--- config.mk ---
export PLATFORM = sky130hd
export DESIGN_NAME = cfgport_byte_load
export DESIGN_NICKNAME = d
export VERILOG_FILES = /design/src/rtl/cfgport_pkg.sv /design/src/rtl/cfgport_sync.sv /design/src/rtl/cfgport_ctrl.sv /design/src/rtl/cfgport_dpath.sv /design/src/rtl/cfgport_byte_load.sv
export SDC_FILE = /design/constraint.sdc
export NUM_CORES = 1
export LEC_CHECK = 0
export BUFFER_PORTS_ARGS = -buffer_cell sky130_fd_sc_hd__buf_4
export CORE_MARGIN = 2
export CORE_UTILIZATION = 29
export DETAILED_ROUTE_END_ITERATION = 8
export GPL_TIMING_DRIVEN = 0
export SYNTH_ARGS = -nofsm -noshare
export SYNTH_HDL_FRONTEND = slang
export SYNTH_SLANG_ARGS = --single-unit
--- constraint.sdc ---
create_clock -name clk -period 2.3 [get_ports clk]
set_input_delay 0.345 -clock clk [delete_from_list [all_inputs] [get_ports clk]]
set_output_delay 0.345 -clock clk [all_outputs]
set_load 0.1 [all_outputs]
--- src/rtl/cfgport_pkg.sv ---
package cfgport_pkg;

  // Strobes from the control unit to the datapath
  typedef struct packed {
    logic loadHold;   // capture the synchronized bus into the holding byte
    logic loadShift;  // move the holding byte into the shifter
    logic shiftBit;   // present one bit and advance the shifter
  } cfgCtl_t;

  typedef enum logic [1:0] {
    ST_IDLE  = 2'd0,
    ST_LOAD  = 2'd1,
    ST_SHIFT = 2'd2
  } cfgState_t;

endpackage

--- src/rtl/cfgport_sync.sv ---
module cfgport_sync #(
  parameter int WIDTH  = 1,
  parameter int STAGES = 2,
  parameter logic [WIDTH-1:0] RESET_VAL = '0
) (
  input  logic             clk,
  input  logic             rstN,
  input  logic [WIDTH-1:0] asyncIn,
  output logic [WIDTH-1:0] syncOut
);

  logic [WIDTH-1:0] stage [STAGES];

  always_ff @(posedge clk or negedge rstN) begin
    if (!rstN) stage[0] <= RESET_VAL;
    else       stage[0] <= asyncIn;
  end

  for (genvar g = 1; g < STAGES; g++) begin : gStage
    always_ff @(posedge clk or negedge rstN) begin
      if (!rstN) stage[g] <= RESET_VAL;
      else       stage[g] <= stage[g-1];
    end
  end

  assign syncOut = stage[STAGES-1];

endmodule

--- src/rtl/cfgport_ctrl.sv ---
module cfgport_ctrl
  import cfgport_pkg::*;
#(
  parameter int DATA_W = 8
) (
  input  logic    clk,
  input  logic    rstN,
  input  logic    selS,
  input  logic    wsS,
  output cfgCtl_t ctl,
  output logic    busy,
  output logic    overrun
);

  localparam int CNT_W = (DATA_W > 1) ? $clog2(DATA_W) : 1;
  localparam logic [CNT_W-1:0] LAST_BIT = CNT_W'(DATA_W - 1);

  cfgState_t         state, stateNext;
  logic [CNT_W-1:0]  bitCnt;
  logic              prevWs, prevSel;
  logic              wrEvent;

  // Rising edge of the write strobe while the low phase was selected
  assign wrEvent = !prevWs && wsS && prevSel;

  always_ff @(posedge clk or negedge rstN) begin
    if (!rstN) begin
      prevWs  <= 1'b1;
      prevSel <= 1'b0;
    end else begin
      prevWs  <= wsS;
      prevSel <= selS;
    end
  end

  always_comb begin
    stateNext = state;
    unique case (state)
      ST_IDLE:  if (wrEvent) stateNext = ST_LOAD;
      ST_LOAD:  stateNext = ST_SHIFT;
      ST_SHIFT: if (bitCnt == LAST_BIT) stateNext = ST_IDLE;
      default:  stateNext = ST_IDLE;
    endcase
  end

  always_ff @(posedge clk or negedge rstN) begin
    if (!rstN) begin
      state  <= ST_IDLE;
      bitCnt <= '0;
    end else begin
      state <= stateNext;
      if (state == ST_SHIFT) bitCnt <= bitCnt + 1'b1;
      else                   bitCnt <= '0;
    end
  end

  always_ff @(posedge clk or negedge rstN) begin
    if (!rstN)                          overrun <= 1'b0;
    else if (wrEvent && state != ST_IDLE) overrun <= 1'b1;
  end

  always_comb begin
    ctl.loadHold  = wrEvent && (state == ST_IDLE);
    ctl.loadShift = (state == ST_LOAD);
    ctl.shiftBit  = (state == ST_SHIFT);
  end

  assign busy = (state != ST_IDLE);

  assert_capture_idle_R7: assert property (@(posedge clk) disable iff (!rstN)
    ctl.loadHold |=> ctl.loadShift);

  assert_overrun_sticky_R7: assert property (@(posedge clk) disable iff (!rstN)
    overrun |=> overrun);

  assert_busy_ends_after_bit_R5: assert property (@(posedge clk) disable iff (!rstN)
    $fell(busy) |-> $past(ctl.shiftBit));

  assert_load_then_shift_R6: assert property (@(posedge clk) disable iff (!rstN)
    ctl.loadShift |=> ctl.shiftBit);

endmodule

--- src/rtl/cfgport_dpath.sv ---
module cfgport_dpath
  import cfgport_pkg::*;
#(
  parameter int DATA_W = 8
) (
  input  logic              clk,
  input  logic              rstN,
  input  cfgCtl_t           ctl,
  input  logic [DATA_W-1:0] dataS,
  input  logic              readEn,
  input  logic              ready,
  output logic [DATA_W-1:0] busOut,
  output logic              serData,
  output logic              bitValid
);

  logic [DATA_W-1:0] holdReg;
  logic [DATA_W-1:0] shiftReg;

  always_ff @(posedge clk or negedge rstN) begin
    if (!rstN) begin
      holdReg  <= '0;
      shiftReg <= '0;
    end else begin
      if (ctl.loadHold)       holdReg  <= dataS;
      if (ctl.loadShift)      shiftReg <= holdReg;
      else if (ctl.shiftBit)  shiftReg <= {shiftReg[DATA_W-2:0], 1'b0};
    end
  end

  assign serData  = shiftReg[DATA_W-1];
  assign bitValid = ctl.shiftBit;

  // Status on the top line, all other lines forced high
  assign busOut = readEn ? {ready, {(DATA_W-1){1'b1}}} : '0;

  assert_msb_first_R6: assert property (@(posedge clk) disable iff (!rstN)
    (ctl.shiftBit && !ctl.loadShift) |=> serData == $past(shiftReg[DATA_W-2]));

  assert_valid_only_busy_R5: assert property (@(posedge clk) disable iff (!rstN)
    bitValid |-> !ready);

endmodule

--- src/rtl/cfgport_byte_load.sv ---
module cfgport_byte_load
  import cfgport_pkg::*;
#(
  parameter int DATA_W      = 8,
  parameter int SYNC_STAGES = 2
) (
  input  logic              clk,
  input  logic              rstN,
  input  logic              selLowN,
  input  logic              selHigh,
  input  logic              wrStrobeN,
  input  logic              rdStrobeN,
  input  logic [DATA_W-1:0] busIn,
  output logic [DATA_W-1:0] busOut,
  output logic              busOe,
  output logic              serData,
  output logic              bitValid,
  output logic              overrun
);

  localparam int SYNC_W = DATA_W + 2;

  logic [SYNC_W-1:0] syncIn, syncOut;
  logic              selRaw, selS, wsS, readEn, busy;
  logic [DATA_W-1:0] dataS;
  cfgCtl_t           ctl;

  assign selRaw = !selLowN && selHigh;
  assign syncIn = {selRaw, wrStrobeN, busIn};

  cfgport_sync #(
    .WIDTH(SYNC_W), .STAGES(SYNC_STAGES),
    .RESET_VAL({1'b0, 1'b1, {DATA_W{1'b0}}})
  ) i_sync (
    .clk(clk), .rstN(rstN), .asyncIn(syncIn), .syncOut(syncOut)
  );

  assign {selS, wsS, dataS} = syncOut;

  // Read drive: selected, read low, write high (write wins)
  assign readEn = selRaw && !rdStrobeN && wrStrobeN;
  assign busOe  = readEn;

  cfgport_ctrl #(.DATA_W(DATA_W)) i_ctrl (
    .clk(clk), .rstN(rstN), .selS(selS), .wsS(wsS),
    .ctl(ctl), .busy(busy), .overrun(overrun)
  );

  cfgport_dpath #(.DATA_W(DATA_W)) i_dpath (
    .clk(clk), .rstN(rstN), .ctl(ctl), .dataS(dataS),
    .readEn(readEn), .ready(!busy),
    .busOut(busOut), .serData(serData), .bitValid(bitValid)
  );

  assert_write_priority_R4: assert property (@(posedge clk) disable iff (!rstN)
    !wrStrobeN |-> !busOe);

  assert_unselected_quiet_R1: assert property (@(posedge clk) disable iff (!rstN)
    (selLowN || !selHigh) |-> !busOe);

endmodule

==> impl_metrics.csv <==
group,metric,value,unit
run_status,status,"complete, no violations",
die,design.die.area,6101,um2
place,dpl_worst_slack,0.6342,ns
synthesis,yosysTopAreaCellShare,64.41,%
power,peakVddDrop,0.5091,mV
clock_network,cts_buffers,5,
place,place_area,1869,um2
critical_path,crit_type,"register to primary output",
synthesis,synthArstFlopShare,100.0,%
final_layout,instances_no_fill,210,
global_routing,first_global_vias,909,
place,routabilityCongestion,0.6817,
clock_network,path_clk_slew,0.08,ns
sta,period_share,83.58,%
die,core,5205,um2
drt,routedWlPerCell,10.92,um
sta,worst_pin_slew,0.5151,ns
synthesis,synth_edf_count,0,
place,port_buffers,25,
clock_network,post_cts_buffers,0,
synthesis,avgSynthCellArea,14.89,um2
final_layout,nets,158,
clock_network,ctsRootBufferMaster,"clkbuf_8",
drt,first_pass_iters,4,
global_routing,grt_max_degree,45,
critical_path,worstPathRequired,1.96,ns
critical_path,cp_max_fo,5,
synthesis,syn-instance-count,107,
drt,drc,0,
final_layout,syn_to_final_growth,27.34,%
synthesis,synth_fp_nets,126,
sta,fin_ws,0.3776,ns
drt,final_antenna_net_count,0,
synthesis,synthFlopType,"dfrtp_1",
sta,slew_viol_final,0,
die,num_rows,26,
clock_network,cts_buffer_depth,2,
sta,fmax,520.2,MHz
clock_network,post_cts_hold_buffer_count,0,
clock_network,cts-resized-gates,0,
sta,rsz0062_at_grt,"no",
global_routing,track_usage,8.376,%
power,p_total,2.680,mW
critical_path,cp-end-kind,"primary output",
critical_path,cp_slowest_cell,"dfrtp_1",
die,start_util,30.60,%
min_path,worstHoldPathType,"primary input to async pin",
sta,hold_viol_final,0,
global_routing,overflow,0,
sta,slew_headroom,65.66,%
clock_network,insertion_delay,0.29,ns
final_layout,antennaDiodeCount,0,
synthesis,yosys.area.top_type,"dfrtp_1",
job,cap_violations,0,
sta,setup-tns-final,0,ns
critical_path,arrival,1.58,ns
final_layout,design_area,2028,um2
drt,vias,847,
power,leakagePower,0.9588,nW
die,die_h,78.11,um
critical_path,path_delay_family,"flip-flops",
place,place_inst,202,
power,power.density,1322,nW/um2
synthesis,synth_seq_cells,44,
die,die_width,78.11,um
sta,fin_skew,0.007177,ns
clock_network,clkSinkCount,44,
synthesis,yosysMostFrequentCell,"dfrtp_1",
global_routing,antenna_found_initial,0,
synthesis,netlist_top_cells_count,"dfrtp_1, mux2_2, a21oi_1",
place,hpwl,1.693,mm
synthesis,synth.cell_area,1593,um2
drt,finalWirelength,2.293,mm
critical_path,path_cells,"inv_1 -> ha_1 -> and2_2 -> buf_4",
synthesis,synth.area.top_cells,"dfrtp_1, mux2_2, dfstp_2, mux2i_1, ha_1",
synthesis,synth_warnings,0,
drt,vias_per_cell,4.033,
clock_network,htreeDepth,2,
sta,setup_viol_count_final,0,
clock_network,cts_tree,"yes",
final_layout,final_layout_size_suffix_gt1_share,40.71,%
global_routing,grt_pass1_wl,3.974,mm
critical_path,critPathBufInv,2,
drt,drt_first_iter_violations,12,
die,io_pins,26,
critical_path,critPathMaxStageDelay,0.39,ns
synthesis,synth.distinct_cells,22,
critical_path,worstSetupStartpointType,"register",
synthesis,yosysSeqAreaShare,69.36,%
sta,finalCriticalPeriod,1.922,ns
==> path summary, 6_finish.rpt <==
check	startpoint	end	slack [ns]	cells after the start
worst max register to register	i_ctrl.state[1]	i_dpath.shiftReg[6]	0.82	6
worst max-delay path	i_ctrl.state[0]	busOut[7]	0.38	4
worst min register to register	i_sync.stage[12]	i_sync.syncOut[2]	0.35	0
max in group asynchronous	rstN	i_ctrl.prevWs	1.90	1
worst min-delay path	rstN	i_sync.syncOut[9]	0.03	1
min in group clk	busIn[4]	i_sync.stage[14]	0.16	1
==> cell type report <==
class | count | area, um2
fillers | 508 | 3177
flip-flops and latches | 44 | 1105
multi-input cells | 50 | 411.6
repair buffers | 25 | 187.7
clock inverters | 3 | 90.09
well taps | 70 | 87.58
clock buffers | 5 | 68.82
plain buffers | 10 | 66.31
inverters | 3 | 11.26
==> sequential cells by signal, indices dropped and copies added (netlist names) <==
| signal | cells |
|---|---|
| i_dpath.shiftReg | 8 |
| i_ctrl.state | 2 |
| i_ctrl.bitCnt | 3 |
| i_ctrl.prevSel | 1 |
| i_sync.syncOut | 10 |
| i_ctrl.overrun | 1 |
| i_ctrl.prevWs | 1 |
| i_dpath.holdReg | 8 |
| i_sync.stage | 10 |
==> metrics by stage <==
stage          util, %  hold WS, ns
6_report         38.97      0.02915
5_1_grt          38.97      0.06128
4_1_cts          38.97      0.03941
3_5_place_dp     35.91       0.3347
3_3_place_gp     35.91       0.3329
2_1_floorplan        -      0.04941
==> cell families after synthesis <==
group,synth area share [%]
flops,69.36
simple gates,6.992
mux,10.76
fa+ha+maj,3.928
buf+inv,4.870
compound gates,4.085
==> placed cells by master (no fill, tap or decap) <==
cell type | netlist | layout
buf_2 | 2 | 2
mux2_2 | 9 | 9
nor2_1 | 7 | 7
ha_1 | 5 | 5
nand3b_1 | 1 | 1
o21bai_1 | 1 | 1
clkbuf_1 | 1 | 1
inv_1 | 3 | 3
a21oi_1 | 8 | 8
nand4b_4 | 1 | 1
mux2i_1 | 7 | 7
and2b_1 | 1 | 1
o21ai_0 | 2 | 2
clkbuf_8 | 0 | 5
buf_4 | 7 | 32
dfrtp_1 | 41 | 41
nand3_1 | 1 | 1
and2_1 | 2 | 2
dfstp_2 | 3 | 3
and3b_2 | 0 | 1
nor2b_1 | 2 | 2
and2_2 | 1 | 1
bufinv_16 | 0 | 3
o21a_1 | 1 | 1
==> per-layer routing <==
| metal | vias up | share of wire [%] | wire, um | GRT usage, % |
|---|---|---|---|---|
| met5 | - | 0 | 0 | 0 |
| met4 | 0 | 1.7 | 38 | 3.684 |
| met3 | 5 | 4.3 | 98 | 3.563 |
| met2 | 17 | 51 | 1169 | 14.83 |
| met1 | 414 | 43 | 986 | 8.599 |
| li1 | 411 | - | - | - |
==> where the power goes <==
part / switching (mW) / internal [mW] / leakage (nW) / total [mW]
Clock: 0.249 / 0.543 / 0.0784 / 0.792
Combinational: 0.518 / 0.299 / 0.358 / 0.817
Sequential: 0.103 / 0.969 / 0.523 / 1.07
(Power assumes the default switching activity.)
